File: config.mk
export PLATFORM = sky130hd
export DESIGN_NAME = uart_hwflow
export DESIGN_NICKNAME = d
export VERILOG_FILES = /design/src/rtl/flow_pkg.sv /design/src/rtl/flow_sync.sv /design/src/rtl/flow_tx_gate.sv /design/src/rtl/flow_rts_hyst.sv /design/src/rtl/uart_hwflow.sv
export SDC_FILE = /design/constraint.sdc
export NUM_CORES = 1
export LEC_CHECK = 0
export BUFFER_PORTS_ARGS = -buffer_cell sky130_fd_sc_hd__buf_2
export CAP_MARGIN = 20
export CORE_AREA = 2 2 47 49
export CTS_CLUSTER_DIAMETER = 60
export DETAILED_ROUTE_END_ITERATION = 12
export DIE_AREA = 0 0 49 51
export GPL_ROUTABILITY_DRIVEN = 0
export MAX_ROUTING_LAYER = met4
export PLACE_DENSITY = 0.83
export SETUP_SLACK_MARGIN = 0.4
export SLEW_MARGIN = 25
export SYNTH_ARGS = -nofsm -noshare
export SYNTH_HDL_FRONTEND = slang
export SYNTH_SLANG_ARGS = --single-unit
File: constraint.sdc
create_clock -name clk -period 1.9 [get_ports clk]
set_clock_uncertainty 0.2 [all_clocks]
set_input_delay 0.19 -clock clk [delete_from_list [all_inputs] [get_ports clk]]
set_output_delay 0.19 -clock clk [all_outputs]
set_load 0.05 [all_outputs]
File: src/rtl/flow_pkg.sv
package flow_pkg;
    typedef enum logic [1:0] {
        GATE_RUN   = 2'd0,
        GATE_DRAIN = 2'd1,
        GATE_HALT  = 2'd2
    } gate_state_e;

    typedef enum logic {
        RTS_ASSERTED = 1'b0,
        RTS_NEGATED  = 1'b1
    } rts_state_e;
endpackage

File: src/rtl/flow_sync.sv
module flow_sync #(
    parameter int STAGES = 2
) (
    input  logic clk,
    input  logic rst_n,
    input  logic din,
    output logic level,
    output logic rise
);
    logic [STAGES:0] chain_q;

    always_ff @(posedge clk) begin
        if (!rst_n) chain_q <= '0;
        else        chain_q <= {chain_q[STAGES-1:0], din};
    end

    always_comb begin
        level = chain_q[STAGES-1];
        rise  = chain_q[STAGES-1] & ~chain_q[STAGES];
    end
endmodule

File: src/rtl/flow_tx_gate.sv
module flow_tx_gate
    import flow_pkg::*;
(
    input  logic clk,
    input  logic rst_n,
    input  logic auto_en,
    input  logic stop_req,
    input  logic tx_active,
    input  logic char_done,
    output logic tx_permit
);
    gate_state_e state_q, state_d;

    always_comb begin
        state_d = state_q;
        if (!auto_en) begin
            state_d = GATE_RUN;
        end else begin
            unique case (state_q)
                GATE_RUN: begin
                    if (stop_req) state_d = (tx_active && !char_done) ? GATE_DRAIN : GATE_HALT;
                end
                GATE_DRAIN: begin
                    if (!stop_req)     state_d = GATE_RUN;
                    else if (char_done) state_d = GATE_HALT;
                end
                GATE_HALT: begin
                    if (!stop_req) state_d = GATE_RUN;
                end
                default: state_d = GATE_RUN;
            endcase
        end
    end

    always_ff @(posedge clk) begin
        if (!rst_n) state_q <= GATE_RUN;
        else        state_q <= state_d;
    end

    always_comb begin
        tx_permit = !auto_en || (state_q != GATE_HALT);
    end

    a_r2_disabled_runs: assert property (@(posedge clk) disable iff (!rst_n)
        !auto_en |=> state_q == GATE_RUN);
    a_r4_drain_ends_halt: assert property (@(posedge clk) disable iff (!rst_n)
        (auto_en && state_q == GATE_DRAIN && stop_req && char_done) |=> state_q == GATE_HALT);
    a_r5_release_resumes: assert property (@(posedge clk) disable iff (!rst_n)
        (state_q != GATE_RUN && !stop_req) |=> state_q == GATE_RUN);
endmodule

File: src/rtl/flow_rts_hyst.sv
module flow_rts_hyst
    import flow_pkg::*;
#(
    parameter int SHALLOW = 32,
    parameter int CNT_W   = 8
) (
    input  logic             clk,
    input  logic             rst_n,
    input  logic             deep_mode,
    input  logic [1:0]       trig_sel,
    input  logic [CNT_W-1:0] fill_count,
    input  logic [CNT_W-1:0] flow_hi,
    input  logic [CNT_W-1:0] flow_lo,
    output logic             rts_level
);
    localparam int QUART = SHALLOW / 4;

    logic [CNT_W-1:0] hi_lvl, lo_lvl;
    rts_state_e state_q, state_d;

    always_comb begin
        if (deep_mode) begin
            hi_lvl = flow_hi;
            lo_lvl = flow_lo;
        end else begin
            unique case (trig_sel)
                2'd0: begin hi_lvl = CNT_W'(QUART);         lo_lvl = '0; end
                2'd1: begin hi_lvl = CNT_W'(2*QUART);       lo_lvl = CNT_W'(QUART-1); end
                2'd2: begin hi_lvl = CNT_W'(3*QUART);       lo_lvl = CNT_W'(2*QUART-1); end
                default: begin hi_lvl = CNT_W'(SHALLOW-QUART/2); lo_lvl = CNT_W'(3*QUART-1); end
            endcase
        end
    end

    always_comb begin
        state_d = state_q;
        unique case (state_q)
            RTS_ASSERTED: if (fill_count >= hi_lvl) state_d = RTS_NEGATED;
            RTS_NEGATED:  if (fill_count <= lo_lvl) state_d = RTS_ASSERTED;
            default:      state_d = RTS_ASSERTED;
        endcase
    end

    always_ff @(posedge clk) begin
        if (!rst_n) state_q <= RTS_ASSERTED;
        else        state_q <= state_d;
    end

    always_comb begin
        rts_level = (state_q == RTS_NEGATED);
    end

    a_r9_negate_at_high: assert property (@(posedge clk) disable iff (!rst_n)
        (fill_count >= hi_lvl && hi_lvl > lo_lvl) |=> rts_level);
    a_r9_assert_at_low: assert property (@(posedge clk) disable iff (!rst_n)
        (fill_count <= lo_lvl && hi_lvl > lo_lvl) |=> !rts_level);
    a_r11_hold_between: assert property (@(posedge clk) disable iff (!rst_n)
        (fill_count > lo_lvl && fill_count < hi_lvl) |=> $stable(rts_level));
endmodule

File: src/rtl/uart_hwflow.sv
module uart_hwflow #(
    parameter int DEPTH       = 128,
    parameter int SHALLOW     = 32,
    parameter int SYNC_STAGES = 2,
    localparam int CNT_W      = $clog2(DEPTH + 1)
) (
    input  logic             clk,
    input  logic             rst_n,
    input  logic             auto_rts_en,
    input  logic             auto_cts_en,
    input  logic             irq_en,
    input  logic             pin_remap,
    input  logic             deep_mode,
    input  logic [1:0]       trig_sel,
    input  logic [CNT_W-1:0] fill_count,
    input  logic [CNT_W-1:0] flow_hi,
    input  logic [CNT_W-1:0] flow_lo,
    input  logic             tx_active,
    input  logic             char_done,
    input  logic             stat_rd,
    input  logic             sw_rts,
    input  logic             sw_dtr,
    input  logic             cts_in,
    input  logic             dsr_in,
    output logic             tx_permit,
    output logic             rts_out,
    output logic             dtr_out,
    output logic             cts_flag
);
    logic hs_raw, hs_level, hs_rise, rts_level, flag_set;

    always_comb hs_raw = pin_remap ? dsr_in : cts_in;

    flow_sync #(.STAGES(SYNC_STAGES)) u_sync (
        .clk(clk), .rst_n(rst_n), .din(hs_raw), .level(hs_level), .rise(hs_rise)
    );

    flow_tx_gate u_gate (
        .clk(clk), .rst_n(rst_n), .auto_en(auto_cts_en), .stop_req(hs_level),
        .tx_active(tx_active), .char_done(char_done), .tx_permit(tx_permit)
    );

    flow_rts_hyst #(.SHALLOW(SHALLOW), .CNT_W(CNT_W)) u_rts (
        .clk(clk), .rst_n(rst_n), .deep_mode(deep_mode), .trig_sel(trig_sel),
        .fill_count(fill_count), .flow_hi(flow_hi), .flow_lo(flow_lo),
        .rts_level(rts_level)
    );

    always_comb begin
        flag_set = hs_rise && auto_cts_en && irq_en;
        rts_out  = (auto_rts_en && !pin_remap) ? rts_level : sw_rts;
        dtr_out  = (auto_rts_en &&  pin_remap) ? rts_level : sw_dtr;
    end

    always_ff @(posedge clk) begin
        if (!rst_n)        cts_flag <= 1'b0;
        else if (flag_set) cts_flag <= 1'b1;
        else if (stat_rd)  cts_flag <= 1'b0;
    end

    a_r6_flag_sets: assert property (@(posedge clk) disable iff (!rst_n)
        flag_set |=> cts_flag);
    a_r7_read_clears: assert property (@(posedge clk) disable iff (!rst_n)
        (stat_rd && !flag_set) |=> !cts_flag);
    a_r6_flag_sticky: assert property (@(posedge clk) disable iff (!rst_n)
        (cts_flag && !stat_rd) |=> cts_flag);
endmodule

==> results.rst, run 1 <==
.. list-table::
   :header-rows: 1

   * - Metric
     - Value
   * - Critical path's slowest cell
     - or3_4
   * - Slew @ Worst Pin
     - around 250 ps
   * - Wire length of the first global-routing pass
     - about 3200 µm
   * - Die Area
     - between 2000 and 2500 µm²
   * - Routed Antenna Nets
     - 0
   * - Synth-to-layout area growth
     - 49.2%
   * - Nature of the critical path endpoint
     - flip-flop
   * - LEAKAGE
     - 0.000544 µW
   * - Switching portion of total power
     - 31.3%
   * - Worst hold start
     - dsr_in
   * - Vias in the first global route
     - 866
   * - Final count of negative-setup-slack endpoints
     - 0
   * - Reg2reg setup slack
     - 700 ps
   * - Worst min-delay path class
     - primary input to flip-flop
   * - Placeable Area
     - around 2100 µm²
   * - Antenna diode count
     - 0
   * - Placed wire-length estimate after detailed placement
     - 1640 µm
   * - Mapped cell area
     - 729 µm²
   * - Length of the first detailed-routing pass in iterations
     - 3
   * - Reported max-cap violation count
     - 0
   * - Maximum VDD drop
     - around 0.19 mV
   * - Proportion of register bits with asynchronous set or reset after synthesis
     - 0%
   * - Startpoint kind of the worst setup timing path
     - primary input
   * - Cell Pwr Density
     - 451 nW/µm²
   * - Worst slew margin relative to its limit
     - 83.6%
   * - Share of the yosys chip area belonging to registers
     - 19.2%
   * - Net count after synthesis
     - 144
   * - Hold Violations, Final
     - 0
   * - Cell row count
     - 17
   * - Max Fanout on Critical Path
     - 3
   * - Area of the multi-input gates
     - 593 µm²
   * - Num CTS Buffers
     - 3
   * - Number of buffers on the longest clock path
     - 2
   * - Share of final-layout standard cells stronger than drive strength 1
     - 42.3%
   * - H-tree Lvls
     - 1
   * - Number of warnings reported in the yosys synthesis log
     - 0
   * - Count of clock tree sinks
     - 7
   * - Post-synth EDFFs
     - 0
   * - Effective utilization at floorplan
     - 35.4%
   * - Maximum clock rate
     - ~570 MHz
   * - Result of the run
     - complete, no violations
   * - Vias
     - 825
   * - Initial DRC Count
     - 1
   * - Layout net count
     - 199
   * - Final Total Pwr
     - 490 µW
   * - Routed wire length
     - 1910 µm
   * - Setup repair after global routing missed its margin
     - true
   * - Number of filler cells placed in the layout
     - 212
   * - Final Max Tran Viols
     - 0
   * - GR Util All Layers
     - 16.7%
   * - Flops & latches, synth
     - 7
   * - Sequence of cells on the critical path
     - buf_2, or3_4, o21ai_2, ha_1, nor2b_1, o21a_1, o21a_1, o21ai_1, a211oi_1
   * - Worst endpoint required time
     - 1830 ps
   * - Root Buffer
     - clkbuf_4
   * - Worst path top cell family by delay
     - compound AO/OA/AOI/OAI gates
   * - Internal power component
     - 337 µW
   * - Share of power burned in the clock network
     - between 20 and 30%
   * - Post-detailed-route DRC marker count
     - 0
   * - Worst-Skew Late Latency
     - 240 ps
   * - Worst reg2reg path depth
     - 3
   * - Post-synth cell types
     - 29
   * - Sequential Power Share
     - 32.2%
   * - WHS Endpoint
     - u_sync.chain_q[0]$_SDFF_PN0_
   * - Grt total ovfl
     - 0
   * - Final worst path period share
     - 92.8%
   * - Count of cells along the worst hold path
     - 3
   * - Number of buffers inserted by port buffering
     - 43
   * - Worst setup path class
     - primary input to flip-flop
   * - FF-to-FF End
     - u_rts.rts_level$_SDFF_PN0_
   * - Number of ports placed on the die boundary
     - 44
   * - Die height
     - 51 µm
   * - Sequential standard cell area
     - 140 µm²
   * - TritonCTS clock tree
     - done
   * - Horizontal extent of the die
     - 49 µm
   * - Largest net degree at the start of global routing
     - 15
   * - Startpoint of the worst register-to-register path
     - u_rts.rts_level$_SDFF_PN0_
   * - Vias per Instance
     - 4.85
   * - Part of the total power dissipated in combinational logic
     - about 40%
   * - Worst path bufs/invs
     - 1
   * - Initial antenna violation count
     - 0
   * - Cell mode on critical path
     - o21a_1
   * - Final routed wire length divided by cell count
     - 11.2 µm
   * - P_sw
     - 154 µW
   * - Dominant register cell in the synthesized netlist
     - dfxtp_1
   * - Stage delay of the slowest cell on the critical path
     - 400 ps
   * - CTS clk-pin slew, worst paths
     - 50 ps
   * - Avg Cell Area, Syn
     - 8.29 µm²
   * - Crit path time final
     - 1760 ps
   * - Data arrival at the endpoint of the critical path
     - 1700 ps
   * - Core utilization of the finished layout
     - a little over half
   * - Count of mapped cells out of synthesis
     - 88
-- cell type report --
type                            count  area share [%]
Tap cell                           28            3.22
Clock buffer                        4            2.41
Inverter                            3            1.03
Sequential cell                     7            12.9
Multi-Input combinational cell     77            54.5
Timing Repair Buffer               51            26.0
-- cells by family after synthesis --
| logic type | after synthesis | synth area share, % |
|---|---|---|
| AND/OR/NAND/NOR | 35 | 26.8 |
| AO/OA/AOI/OAI | 23 | 20.1 |
| adder cells (fa/ha/maj) | 16 | 27.4 |
| flip-flops | 7 | 19.2 |
| buffers and inverters | 4 | 2.06 |
| multiplexers | 3 | 4.46 |
-- Yosys cell counts (2+ instances only) --
master	number	area share, %
mux2_2	2	3.1
nand2b_1	3	2.6
and3_1	2	1.7
ha_1	16	27
a21oi_1	5	3.4
inv_1	3	1.5
a211oi_1	3	3.1
nor2_1	4	2.1
nor3b_1	2	2.1
and2_1	3	2.6
o21ai_0	7	4.8
nand2_1	11	5.7
nor2b_1	3	2.6
dfxtp_1	7	19
o21a_1	3	3.1
-- power by group through the flow --
stage / clock, µW / sequential (µW) / combinational (µW)
finish: 132 / 158 / 200
global route: 149 / 159 / 225
CTS: 140 / 159 / 198
detailed placement: 0 / 162 / 189
global placement: 0 / 161 / 177
floorplan: 0 / 161 / 108
-- worst max-delay path by stage --
stage	start	endpoint	slack (ps)	cells after the start
global route	trig_sel[0]	u_rts.rts_level$_SDFF_PN0_	80	10
finish	trig_sel[0]	u_rts.rts_level$_SDFF_PN0_	140	9
detailed placement	deep_mode	u_rts.rts_level$_SDFF_PN0_	-120	9
floorplan	deep_mode	u_rts.rts_level$_SDFF_PN0_	80	8
global placement	deep_mode	u_rts.rts_level$_SDFF_PN0_	-70	9
CTS	trig_sel[0]	u_rts.rts_level$_SDFF_PN0_	190	9
-- placed cells by master (no fill, tap or decap), types with 2 or more instances in the layout --
cell,Yosys,final
a211oi_1,3,2
a21oi_1,5,5
and2_1,3,3
and3_1,2,2
buf_2,0,43
buf_4,0,5
clkbuf_4,0,3
dfxtp_1,7,7
dlygate4sd3_1,0,3
ha_1,16,16
inv_1,3,2
mux2_2,2,2
nand2_1,11,11
nand2b_1,3,3
nor2_1,4,4
nor2b_1,3,3
o21a_1,3,3
o21ai_0,7,5
-- registers in the layout, summed over array words and instances (netlist names) --
name	flops
u_rts.rts_level	1
u_sync.chain_q	3
u_gate.state_q	2
cts_flag	1
-- per-layer routing --
| layer | global-route usage, % | share of wire, % | vias up |
|---|---|---|---|
| met3 | 2.05 | 5.0 | 0 |
| li1 | - | - | 431 |
| met1 | 15.5 | 38 | 366 |
| met5 | - | 0 | - |
| met2 | 34.2 | 57 | 28 |
| met4 | 7.62 | 0 | 0 |
-- through the flow --
stage	hold WS [ps]	instance area, µm²	TNS, ps	instances	setup WS [ps]
3_5_place_dp	183	1020	-122	163	-122
4_1_cts	3.17	1080	0	170	189
5_1_grt	12.5	1090	0	170	81.3
6_report	11.1	1090	0	170	137
3_3_place_gp	170	1020	-68.8	163	-68.8
2_1_floorplan	68.4	736	0	88	83.4
-- what timing repair did --
| item | in CTS | in global routing |
|---|---|---|
| hold endpoints to repair | 4 | 0 |
| resized for setup | 3 | 1 |
| hold buffers | 3 | 0 |
| pin swaps | 3 | 1 |
| buffers inserted | 0 | 0 |
| endpoints found under the setup margin | 1 | 2 |
-- worst reg2reg max path: cells and delay by family (launching register included) --
family             cells  cell delay (ps)
DFF                    1              340
AOI/OAI and AO/OA      3              550
No activity file was read; power rests on OpenSTA's default activity.
==> run 2: changes to the inputs <==
- CELL_PAD_IN_SITES_DETAIL_PLACEMENT: unset -> 1
- CELL_PAD_IN_SITES_GLOBAL_PLACEMENT: unset -> 1
- CORE_AREA: 2 2 47 49 -> 2 2 56 58
- DIE_AREA: 0 0 49 51 -> 0 0 58 60
- RECOVER_POWER: unset -> 25
==> results.rst, run 2 (same netlist as run 1, synthesis figures left out) <==
.. list-table::
   :header-rows: 1

   * - Metric
     - Value
   * - Result of the run
     - complete, no violations (unchanged)
   * - Cell mode on critical path
     - o21a_1 (unchanged)
   * - Final count of negative-setup-slack endpoints
     - 0 (unchanged)
   * - Final worst path period share
     - 94.0% (was 92.8%)
   * - Worst path bufs/invs
     - 2 (was 1)
   * - Largest net degree at the start of global routing
     - 15 (unchanged)
   * - Number of ports placed on the die boundary
     - 44 (unchanged)
   * - Commonest cells after routing, fill and taps aside
     - buf_2 (41), ha_1 (16), nand2_1 (11) (was buf_2 (43), ha_1 (16), nand2_1 (11))
   * - Grt total ovfl
     - 0 (unchanged)
   * - Cell Pwr Density
     - 456 nW/µm² (was 451 nW/µm²)
   * - Initial antenna violation count
     - 0 (unchanged)
   * - Horizontal extent of the die
     - 58 µm (was 49 µm)
   * - Die height
     - 60 µm (was 51 µm)
   * - Stage delay of the slowest cell on the critical path
     - 410 ps (was 400 ps)
   * - Number of filler cells placed in the layout
     - 373 (was 212)
   * - Startpoint of the worst register-to-register path
     - u_rts.rts_level$_SDFF_PN0_ (unchanged)
   * - Vias
     - 850 (was 825)
   * - Sequence of cells on the critical path
     - buf_2, or3_4, buf_4, o21ai_0, ha_1, o21a_1, o21a_1, o21ai_1, a211oi_1 (was buf_2, or3_4, o21ai_2, ha_1, nor2b_1, o21a_1, o21a_1, o21ai_1, a211oi_1)
   * - Setup repair after global routing missed its margin
     - true (unchanged)
   * - Layout net count
     - 196 (was 199)
   * - Hold Violations, Final
     - 0 (unchanged)
   * - Routed wire length
     - 2210 µm (was 1910 µm)
   * - Final routed wire length divided by cell count
     - 12.9 µm (was 11.2 µm)
   * - Data arrival at the endpoint of the critical path
     - 1710 ps (was 1700 ps)
   * - TritonCTS clock tree
     - done (unchanged)
   * - LEAKAGE
     - 0.000528 µW (was 0.000544 µW)
   * - Placeable Area
     - 2900 µm² (was 2060 µm²)
   * - Biggest registers after layout
     - u_sync.chain_q: 3 flops, u_gate.state_q: 2 flops (unchanged)
   * - Worst endpoint required time
     - 1830 ps (about the same)
   * - Initial DRC Count
     - 12 (was 1)
   * - FF-to-FF End
     - u_rts.rts_level$_SDFF_PN0_ (unchanged)
   * - Worst slew margin relative to its limit
     - 82.7% (was 83.6%)
   * - Effective utilization at floorplan
     - 25.1% (was 35.4%)
   * - Count of cells along the worst hold path
     - 3 (unchanged)
   * - Worst setup path class
     - primary input to flip-flop (unchanged)
   * - Critical path's slowest cell
     - or3_4 (unchanged)
   * - Num CTS Buffers
     - 3 (unchanged)
   * - Worst hold start
     - rst_n (was dsr_in)
   * - Routed Antenna Nets
     - 0 (unchanged)
   * - Nature of the critical path endpoint
     - flip-flop (unchanged)
   * - Synth-to-layout area growth
     - 46.3% (was 49.2%)
   * - Maximum clock rate
     - 560 MHz (was 567 MHz)
   * - Antenna diode count
     - 0 (unchanged)
   * - Maximum VDD drop
     - 0.311 mV (was 0.187 mV)
   * - Core utilization of the finished layout
     - 36.8% (was 52.8%)
   * - Crit path time final
     - 1790 ps (was 1760 ps)
   * - Number of buffers inserted by port buffering
     - 43 (unchanged)
   * - Worst-Skew Late Latency
     - 240 ps (about the same)
   * - Max Fanout on Critical Path
     - 3 (unchanged)
   * - Post-detailed-route DRC marker count
     - 0 (unchanged)
   * - Finished layout cell area
     - 1070 µm² (was 1090 µm²)
   * - Cell row count
     - 20 (was 17)
   * - Die Area
     - 3480 µm² (was 2500 µm²)
   * - Final Max Tran Viols
     - 0 (unchanged)
   * - WHS Endpoint
     - u_rts.rts_level$_SDFF_PN0_ (was u_sync.chain_q[0]$_SDFF_PN0_)
   * - Number of buffers on the longest clock path
     - 2 (unchanged)
   * - Postcts setup bufs
     - 0 (unchanged)
   * - Worst reg2reg path depth
     - 3 (unchanged)
   * - H-tree Lvls
     - 1 (unchanged)
   * - Vias per Instance
     - 4.94 (was 4.85)
   * - Startpoint kind of the worst setup timing path
     - primary input (unchanged)
   * - Placed Area
     - 1020 µm² (about the same)
   * - Vias in the first global route
     - 916 (was 866)
   * - Reported max-cap violation count
     - 0 (unchanged)
   * - Worst min-delay path class
     - primary input to flip-flop (unchanged)
   * - Root Buffer
     - clkbuf_4 (unchanged)
   * - Cells after DPL
     - 167 (was 163)
   * - Reg2reg setup slack
     - 680 ps (was 700 ps)
   * - Register with the most flip-flops
     - u_sync.chain_q (unchanged)
   * - Share of final-layout standard cells stronger than drive strength 1
     - 41.0% (was 42.3%)
   * - Worst path top cell family by delay
     - compound AO/OA/AOI/OAI gates (unchanged)
   * - Max FFs per register
     - 3 (unchanged)
   * - CTS clk-pin slew, worst paths
     - 50 ps (about the same)
   * - Count of clock tree sinks
     - 7 (unchanged)
   * - Placed wire-length estimate after detailed placement
     - 1970 µm (was 1640 µm)
   * - GR Util All Layers
     - 14.3% (was 16.7%)
   * - Length of the first detailed-routing pass in iterations
     - 2 (was 3)
   * - Wire length of the first global-routing pass
     - 3720 µm (was 3190 µm)
   * - Filler-free cell count of the finished design
     - 172 (was 170)
   * - Slew @ Worst Pin
     - 257 ps (was 247 ps)
   * - Most common cell after layout, fill and taps aside
     - buf_2 (unchanged)
## run 2: cell count changes in the layout (fill, tap and decap cells not counted), sizes merged
| cell | delta |
|---|---|
| dlygate4sd3 | -2 |
| buf | -3 |
| clkbuf | +2 |
## run 2: what timing repair did
item | 4_1_cts | 5_1_grt
gates resized for setup | 2 | 3
endpoints found under the setup margin | 1 | 2
pin swaps | 3 | 0
endpoints found under the hold margin | 1 | 0
hold buffers | 1 | 0
## run 2: final cells by class
type,count,area (µm²),area share [%]
inverters,3,11.3,1.06
repair buffers,48,260,24.4
flip-flops and latches,7,140,13.1
clock buffers,4,26.3,2.46
well taps,33,41.3,3.87
multi-input cells,77,588,55.1
## run 2: routing by layer
| metal | vias to the layer above | track usage, % | wire length [µm] |
|---|---|---|---|
| li1 | 427 | - | - |
| met1 | 391 | 14.3 | 855 |
| met2 | 28 | 28.4 | 1230 |
| met3 | 4 | 1.73 | 116 |
| met4 | 0 | 4.65 | 13 |
| met5 | - | - | 0 |
## run 2: report_power, final
| group | leakage (µW) | total, µW | internal, µW | switching (µW) |
|---|---|---|---|---|
| combinational | 0.000455 | 197 | 100 | 97.3 |
| clock | 0.0000150 | 130 | 79.9 | 50.4 |
| sequential | 0.0000573 | 159 | 154 | 4.75 |
| total | 0.000528 | 486 | 334 | 152 |
## run 2: worst min-delay path: cells and delay by family
| family | cells | cell delay (ps) |
|---|---|---|
| compound gates | 1 | 40 |
| simple gates | 1 | 60 |
| buf+inv | 1 | 130 |
## run 2: how the worst max path moves through the flow
stage | to | slack [ps] | cells past startpoint | startpoint
2_1_floorplan | u_rts.rts_level$_SDFF_PN0_ | 80 | 8 | deep_mode
3_3_place_gp | u_rts.rts_level$_SDFF_PN0_ | -80 | 9 | deep_mode
3_5_place_dp | u_rts.rts_level$_SDFF_PN0_ | -160 | 9 | deep_mode
4_1_cts | u_rts.rts_level$_SDFF_PN0_ | 160 | 9 | trig_sel[0]
5_1_grt | u_rts.rts_level$_SDFF_PN0_ | 70 | 10 | trig_sel[0]
6_report | u_rts.rts_level$_SDFF_PN0_ | 110 | 9 | trig_sel[0]
## run 2: stage by stage
| step | power (µW) | hold slack [ps] | setup TNS (ps) | setup WS (ps) |
|---|---|---|---|---|
| finish | 486 | 13.2 | 0 | 114 |
| global route | 531 | 23.6 | 0 | 66.2 |
| CTS | 496 | 5.43 | 0 | 157 |
| detailed placement | 355 | 190 | -157 | -157 |
| global placement | 340 | 171 | -75.9 | -75.9 |
| floorplan | 269 | 68.4 | 0 | 83.4 |
